$ cat config.mk
export PLATFORM = sky130hd
export DESIGN_NAME = iec_subframe_builder
export DESIGN_NICKNAME = d
export VERILOG_FILES = /design/src/rtl/iec_subframe_builder.sv
export SDC_FILE = /design/constraint.sdc
export NUM_CORES = 1
export LEC_CHECK = 0
export BUFFER_PORTS_ARGS = -buffer_cell sky130_fd_sc_hd__buf_2
export CAP_MARGIN = 20
export CORE_MARGIN = 1
export CORE_UTILIZATION = 49
export DETAILED_ROUTE_END_ITERATION = 8
export GPL_ROUTABILITY_DRIVEN = 0
export PLACE_DENSITY_LB_ADDON = 0.2
export RECOVER_POWER = 100
export SETUP_SLACK_MARGIN = 0.05
export SYNTH_ARGS = -nofsm -noshare
export SYNTH_HDL_FRONTEND = slang
export SYNTH_SLANG_ARGS = --single-unit
$ cat constraint.sdc
create_clock -name clk -period 3.95 [get_ports clk]
set_input_delay 0.5925 -clock clk [delete_from_list [all_inputs] [get_ports clk]]
set_output_delay 0.5925 -clock clk [all_outputs]
set_load 0.02 [all_outputs]
$ cat src/rtl/iec_subframe_builder.sv
module iec_subframe_builder #(
  parameter int BLOCK_LEN = 192,
  parameter int CS_LEN    = 40,
  parameter int MAXCH     = 8
) (
  input  logic                     clk,
  input  logic                     rst_n,
  input  logic                     aud_en,
  input  logic                     layout,
  input  logic [$clog2(MAXCH)-2:0] ch_code,
  input  logic [CS_LEN-1:0]        cs_bits,
  input  logic                     v_invalid,
  input  logic [MAXCH*$clog2(MAXCH)-1:0] ch_ofs,
  input  logic                     in_valid,
  input  logic [$clog2(MAXCH)-1:0] in_chan,
  input  logic [31:0]              in_data,
  output logic                     out_valid,
  output logic [27:0]              out_word,
  output logic [$clog2(MAXCH)-1:0] out_slot,
  output logic                     out_blk
);
  localparam int CW = $clog2(MAXCH);
  localparam int FW = $clog2(BLOCK_LEN);

  logic [FW-1:0] fcnt;
  logic [CW:0]   active;
  logic          in_range, take, last, cbit, par;
  logic [CW-1:0] ofs, slot;
  logic [26:0]   body;
  logic [BLOCK_LEN-1:0] cs_full;

  assign active   = layout ? ({1'b0, ch_code, 1'b0} + (CW+1)'(2)) : (CW+1)'(2);
  assign in_range = {1'b0, in_chan} < active;
  assign take     = aud_en & in_valid & in_range;
  assign last     = {1'b0, in_chan} == active - (CW+1)'(1);
  assign ofs      = ch_ofs[in_chan*CW +: CW];
  assign slot     = layout ? in_chan + ofs : in_chan;
  assign cs_full  = {{(BLOCK_LEN-CS_LEN){1'b0}}, cs_bits};
  assign cbit     = cs_full[fcnt];
  assign body     = {cbit, 1'b0, v_invalid, in_data[23:0]};
  assign par      = ^body;

  always_ff @(posedge clk or negedge rst_n) begin
    if (!rst_n) fcnt <= '0;
    else if (!aud_en) fcnt <= '0;
    else if (take && last)
      fcnt <= (fcnt == FW'(BLOCK_LEN-1)) ? '0 : fcnt + FW'(1);
  end

  always_ff @(posedge clk or negedge rst_n) begin
    if (!rst_n) begin
      out_valid <= 1'b0;
      out_word  <= '0;
      out_slot  <= '0;
      out_blk   <= 1'b0;
    end else begin
      out_valid <= take;
      if (take) begin
        out_word <= {par, body};
        out_slot <= slot;
        out_blk  <= (fcnt == '0);
      end
    end
  end

  p_parity_even_r5: assert property (@(posedge clk) disable iff (!rst_n)
    out_valid |-> ($countones(out_word) % 2 == 0));
  p_quiet_off_r8: assert property (@(posedge clk) disable iff (!rst_n)
    !aud_en |=> (!out_valid && fcnt == '0));
  p_drop_range_r11: assert property (@(posedge clk) disable iff (!rst_n)
    (in_valid && !in_range) |=> (!out_valid && $stable(fcnt)));
  p_wrap_r6: assert property (@(posedge clk) disable iff (!rst_n)
    (aud_en && take && last && fcnt == FW'(BLOCK_LEN-1)) |=> (fcnt == '0));
  p_bound_r6: assert property (@(posedge clk) disable iff (!rst_n)
    fcnt < FW'(BLOCK_LEN));
endmodule

Word-level counts from Yosys, hierarchy flattened
Index checks and enable logic that the tools add are counted.
{"block": "op_classes", "reduce_logical": 3, "add_sub_neg": 4, "n_mul": 1, "eq_ne": 3, "order_cmp": 2, "bitwise_logic": 2, "shift": 1, "mux": 7}
{"operator": "27-bit parity", "n": 1}
{"operator": "8-bit two-way mux", "n": 3}
{"operator": "24-bit by 6-bit variable part select with 3-bit output", "n": 1}
{"operator": "8-bit by 9-bit < comparator with 1-bit output (second input constant)", "n": 1}
{"operator": "8-bit by 1-bit adder with 8-bit output (second input constant)", "n": 1}
{"operator": "1-bit binary-select mux with 8-bit select", "n": 1}
{"operator": "8-bit equality test (second input constant)", "n": 1}
{"operator": "8-bit logical NOT", "n": 1}
{"operator": "3-bit by 2-bit multiplier with 5-bit output (second input constant)", "n": 1}
{"operator": "3-bit by 2-bit adder with 4-bit output (second input constant)", "n": 1}
{"operator": "3-bit by 4-bit equality test with 1-bit output", "n": 1}
{"operator": "3-bit by 4-bit < comparator with 1-bit output", "n": 1}
{"operator": "4-bit two-way mux", "n": 1}
{"operator": "4-bit by 1-bit subtractor with 4-bit output (second input constant)", "n": 1}
{"operator": "3-bit adder", "n": 1}
{"operator": "3-bit two-way mux", "n": 1}
{"operator": "1-bit AND", "n": 2}
{"operator": "2-bit by 1-bit inequality test with 1-bit output (second input constant)", "n": 1}
{"operator": "1-bit logical AND", "n": 1}
{"operator": "1-bit two-way mux", "n": 1}
{"block": "word_totals", "output_inout_bits": 33, "inputBits": 107, "reg_bits": 40}

Longest topological paths before layout
{"block": "depth", "word_depth": 7, "ltp_mapped": 10, "mapped_depth_nobuf": 9}

Least setup slack after synthesis
No wires, ideal clock.
{"block": "synth_timing", "path_kind": "in2reg", "from": "in in_chan[0]", "to": "reg out_slot[2]", "setup_ps": 65, "stages": 9, "path_slack_ps": 963, "required_ps": 3885, "path_buffers": 1, "t_arrival_ps": 2923, "cell_sequence": "clkbuf_1 mux4_2 mux2_2 ha_1 fa_1 xor2_1 a21oi_1 a311oi_1 a21o_1"}
{"block": "synth_between", "elab_chain_cells": 4, "elab_cells_between_ends": 6, "cone_classes": "add/sub: 1; mul: 1; order compare: 1; shift: 1; mux: 1; bitwise: 1"}
{"item": "start, declared", "line_no": "15", "rtl": "input logic [$clog2(MAXCH)-1:0] in_chan,"}
{"item": "3-bit by 2-bit multiplier with 5-bit output", "line_no": "36", "rtl": "assign ofs = ch_ofs[in_chan*CW +: CW];"}
{"item": "24-bit by 6-bit variable part select with 3-bit output", "line_no": "36"}
{"item": "3-bit adder", "line_no": "37", "rtl": "assign slot = layout ? in_chan + ofs : in_chan;"}
{"item": "3-bit two-way mux", "line_no": "37"}
{"item": "end signal, assigned", "line_no": "60", "rtl": "out_slot <= slot;"}
{"item": "end, declared", "line_no": "19", "rtl": "output logic [$clog2(MAXCH)-1:0] out_slot,"}
Parallel ways exist; a longest one is shown, timed or not.
A chain may end at the register's enable or synchronous reset.

Worst setup path in the final report
{"block": "layout_timing", "from": "in ch_code[0]", "to": "reg fcnt[5]"}
{"block": "layout_between", "elab_chain_cells": 6, "elab_cells_between_ends": 8, "cone_classes": "add/sub: 2; order compare: 1; eq/ne: 2; mux: 1; bitwise: 1; reduce/logical: 1"}
{"item": "start, declared", "line_no": "10", "rtl": "input logic [$clog2(MAXCH)-2:0] ch_code,"}
{"item": "3-bit by 2-bit adder with 4-bit output *", "line_no": "32", "rtl": "assign active = layout ? ({1'b0, ch_code, 1'b0} + (CW+1)'(2)) : (CW+1)'(2);"}
{"item": "4-bit two-way mux *", "line_no": "32"}
{"item": "4-bit by 1-bit subtractor with 4-bit output / 3-bit by 4-bit < comparator with 1-bit output (equally long branches)", "line_no": "35, 33"}
{"item": "3-bit by 4-bit equality test with 1-bit output / 1-bit AND (equally long branches)", "line_no": "35, 34"}
{"item": "1-bit logical AND *", "line_no": "46", "rtl": "else if (take && last)"}
{"item": "2-bit by 1-bit inequality test with 1-bit output (no line) *"}
{"item": "end signal, assigned", "line_no": "47", "rtl": "fcnt <= (fcnt == FW'(BLOCK_LEN-1)) ? '0 : fcnt + FW'(1);"}
{"item": "end, declared", "line_no": "25", "rtl": "logic [FW-1:0] fcnt;"}
Mark *: on every way between the ends. The rest lies on a longest branch, timed or not.

==> results.json <==
{
  "status": "finished, violations left",
  "failed_checks": "capacitance limit, slew limit",
  "critPathRequiredTime_ns": 4.13,
  "holdWs_ns": 0.479,
  "post-route-min-period_ns": 2.98,
  "avgSynthCellArea_um2": 12.2,
  "slowest_delay_ns": 0.53,
  "finalMaxSlewViolations": 41,
  "ys.flop_type": "dfrtp_1",
  "gr-total-overflow": 0,
  "hold_path_class": "flip-flop to flip-flop",
  "grt_pass1_wl_um": 8310,
  "swShare_pct": 32.3,
  "grt_usage_pct": 19.3,
  "critPathMaxFanout": 5,
  "rows": 26,
  "total_power_uw": 1360,
  "tightestPinTransition_ns": 2.06,
  "ir_drop_mv": 0.172,
  "tns_ns": 0,
  "clock_sinks": 40,
  "antenna_left": 0,
  "p_int_uw": 919,
  "fin_crit_sh_pct": 75.4,
  "crit_path_cell_trace": "buf_2 > ha_1 > nand2_1 > ha_1 > nor2b_1 > a2111o_1 > a211oi_1 > nor2b_1 > or2_0 > o41ai_1",
  "n_antenna_cell": 0,
  "syn_area_um2": 2620,
  "cap_violations": 1,
  "io_pins": 140,
  "rsz0062_at_grt": "false",
  "cts_root_buf": "clkbuf_8",
  "rr_startpoint": "fcnt[0]",
  "ys_seq_elements": 40,
  "relSlewSlack_pct": -37.6,
  "p_leak_uw": 0.00153,
  "wl_per_cell_um": 13.0,
  "worstHoldStart": "out_slot[0]",
  "cp-end-kind": "flip-flop",
  "grt_pass1_vias": 1969,
  "synth-async-reset-ratio_pct": 100,
  "ys_seq_area_share_pct": 38.1,
  "clk_path_buf_depth": 2,
  "gr-max-usage-layer": "met2",
  "drt-total-wl_um": 5330,
  "dieWidth_um": 75.2,
  "initial_core_util_pct": 51.0,
  "vias": 2124,
  "grt_max_degree": 41,
  "yosysUniqueCellTypes": 43,
  "h-tree-depth": 2,
  "pwr-share-comb_pct": 36.4,
  "grt_antenna_before_repair": 0,
  "drtPass1Iterations": 5,
  "fmax_mhz": 336,
  "port_buffers": 130,
  "met3_usage_pct": 4.28,
  "postCtsHoldBufs": 0,
  "ys_warn_count": 0,
  "synth_nets": 330,
  "area_growth_pct": 28.2,
  "preCtsSetupSlack_ns": 0.928,
  "path_buf_inv": 1,
  "drt_iter0_drc": 82,
  "die_area_um2": 5650,
  "pwr_density_cell_nw_per_um2": 403,
  "critPathArrivalTime_ns": 3.16,
  "syn_inst": 215,
  "p_sw_uw": 438,
  "postCtsResizedCells": 0,
  "instances_no_fill": 409,
  "cp-start-kind": "input pin",
  "dpl.hpwl_um": 4180,
  "crit_family": "compound AO/OA/AOI/OAI gates",
  "die_height_um": 75.2,
  "power.share.sequential_pct": 40.2,
  "use_met1_pct": 22.9,
  "use_met2_pct": 34.8,
  "clock_power_share_pct": 23.5,
  "synth-edff-count": 0,
  "placed_cells": 401,
  "startpoint": "ch_code[0]",
  "cts_tree": "yes",
  "setup_slack_ns": 0.971,
  "skew_ns": 0.00536,
  "finalNetCount": 453,
  "coreArea_um2": 5140,
  "report.final.setup_viol": 0,
  "drc_errors": 0,
  "post_cts_buffers": 0,
  "path_clk_slew_ns": 0.07,
  "drive_gt1_share_pct": 43.7,
  "insertion_delay_ns": 0.28,
  "finalHoldViolCount": 0,
  "cp_slowest_cell": "a211oi_1",
  "cts_buffers": 5,
  "routed_via_density": 5.19,
  "path_class": "input pin to flip-flop"
}
[sequential cells by signal, summed over array words and instances (netlist names)]
register / count
out_word: 27
fcnt: 8
out_slot: 3
out_blk: 1
out_valid: 1
[final timing paths]
path	end	slack (ns)	depth (start not counted)
worst min register to register	out_slot[0]	0.48	2
worst min-delay path	out_slot[0]	0.48	2
min in group asynchronous	out_word[21]	0.90	1
worst max register to register	out_word[27]	1.33	6
worst max-delay path	fcnt[5]	0.97	10
max in group asynchronous	fcnt[4]	1.87	1
[power groups by stage]
| stage | Clock, uW | Sequential [uW] | Combinational (uW) |
|---|---|---|---|
| 2_1_floorplan | 0 | 655 | 242 |
| 3_3_place_gp | 0 | 547 | 518 |
| 3_5_place_dp | 0 | 550 | 525 |
| 4_1_cts | 330 | 542 | 527 |
| 5_1_grt | 343 | 557 | 540 |
| 6_report | 318 | 545 | 493 |
[placed cells by master, fill, tap and decap left out, types with 2 or more instances in the layout]
cell type	instances
buf_2	97
clkbuf_1	34
clkbuf_8	5
dfrtp_1	40
ha_1	7
inv_1	6
mux2_2	31
mux2i_1	5
mux4_1	5
mux4_2	10
nand2_1	13
nand2b_1	3
nand3_1	5
nand4_1	2
nor2_1	4
nor2b_1	5
nor3_1	2
o21ai_0	13
o22ai_1	2
o31ai_1	3
xnor2_1	20
xnor3_1	2
xor2_1	5
[Yosys cell counts, types with 2 or more instances]
cell type  number  area (um^2)
dfrtp_1        40         1000
mux2_2         31          349
xnor2_1        20          175
nand2_1        13         48.8
o21ai_0        12         60.1
mux4_2         10          225
clkbuf_1        9         33.8
ha_1            7         87.6
inv_1           6         22.5
nand3_1         6         30.0
mux2i_1         5         50.1
mux4_1          5          131
nor2b_1         5         31.3
xor2_1          5         43.8
nor2_1          4         15.0
nand2b_1        3         18.8
o31ai_1         3         22.5
buf_1           2         7.51
nand4_1         2         12.5
nor3_1          2         10.0
o22ai_1         2         12.5
xnor3_1         2         45.0
[worst min-delay path, delay by kind of cell (launching register included)]
| kind | cells | cell delay [ns] |
|---|---|---|
| compound gates | 1 | 0.05 |
| flops | 1 | 0.35 |
| simple gates | 1 | 0.04 |
[cells by family after synthesis]
kind of cell | Yosys count | share of synthesized area [%]
buf+inv | 20 | 3.34
xor+xnor | 27 | 10.1
simple gates | 41 | 8.16
mux | 51 | 28.8
flops | 40 | 38.1
fa+ha+maj | 8 | 4.10
other cells | 1 | 0.143
compound gates | 27 | 7.25
[metal layers]
metal,vias up,wire [um]
li1,1032,-
met1,1016,2260
met2,70,2710
met3,6,307
met4,0,46
met5,-,0
[metrics by stage]
step	utilization [%]	area, um^2
final	65.4	3360
after global routing	65.4	3360
after CTS	66.3	3410
after detailed placement	64.2	3300
after global placement	64.2	3300
after floorplan	-	2620
[cell type report]
type	count	area [um^2]
well taps	70	87.6
clock inverters	2	35.0
clock buffers	6	72.6
inverters	6	22.5
repair buffers	130	609
flip-flops and latches	40	1000
multi-input cells	155	1540
fillers	452	1780
(Power assumes the default switching activity.)
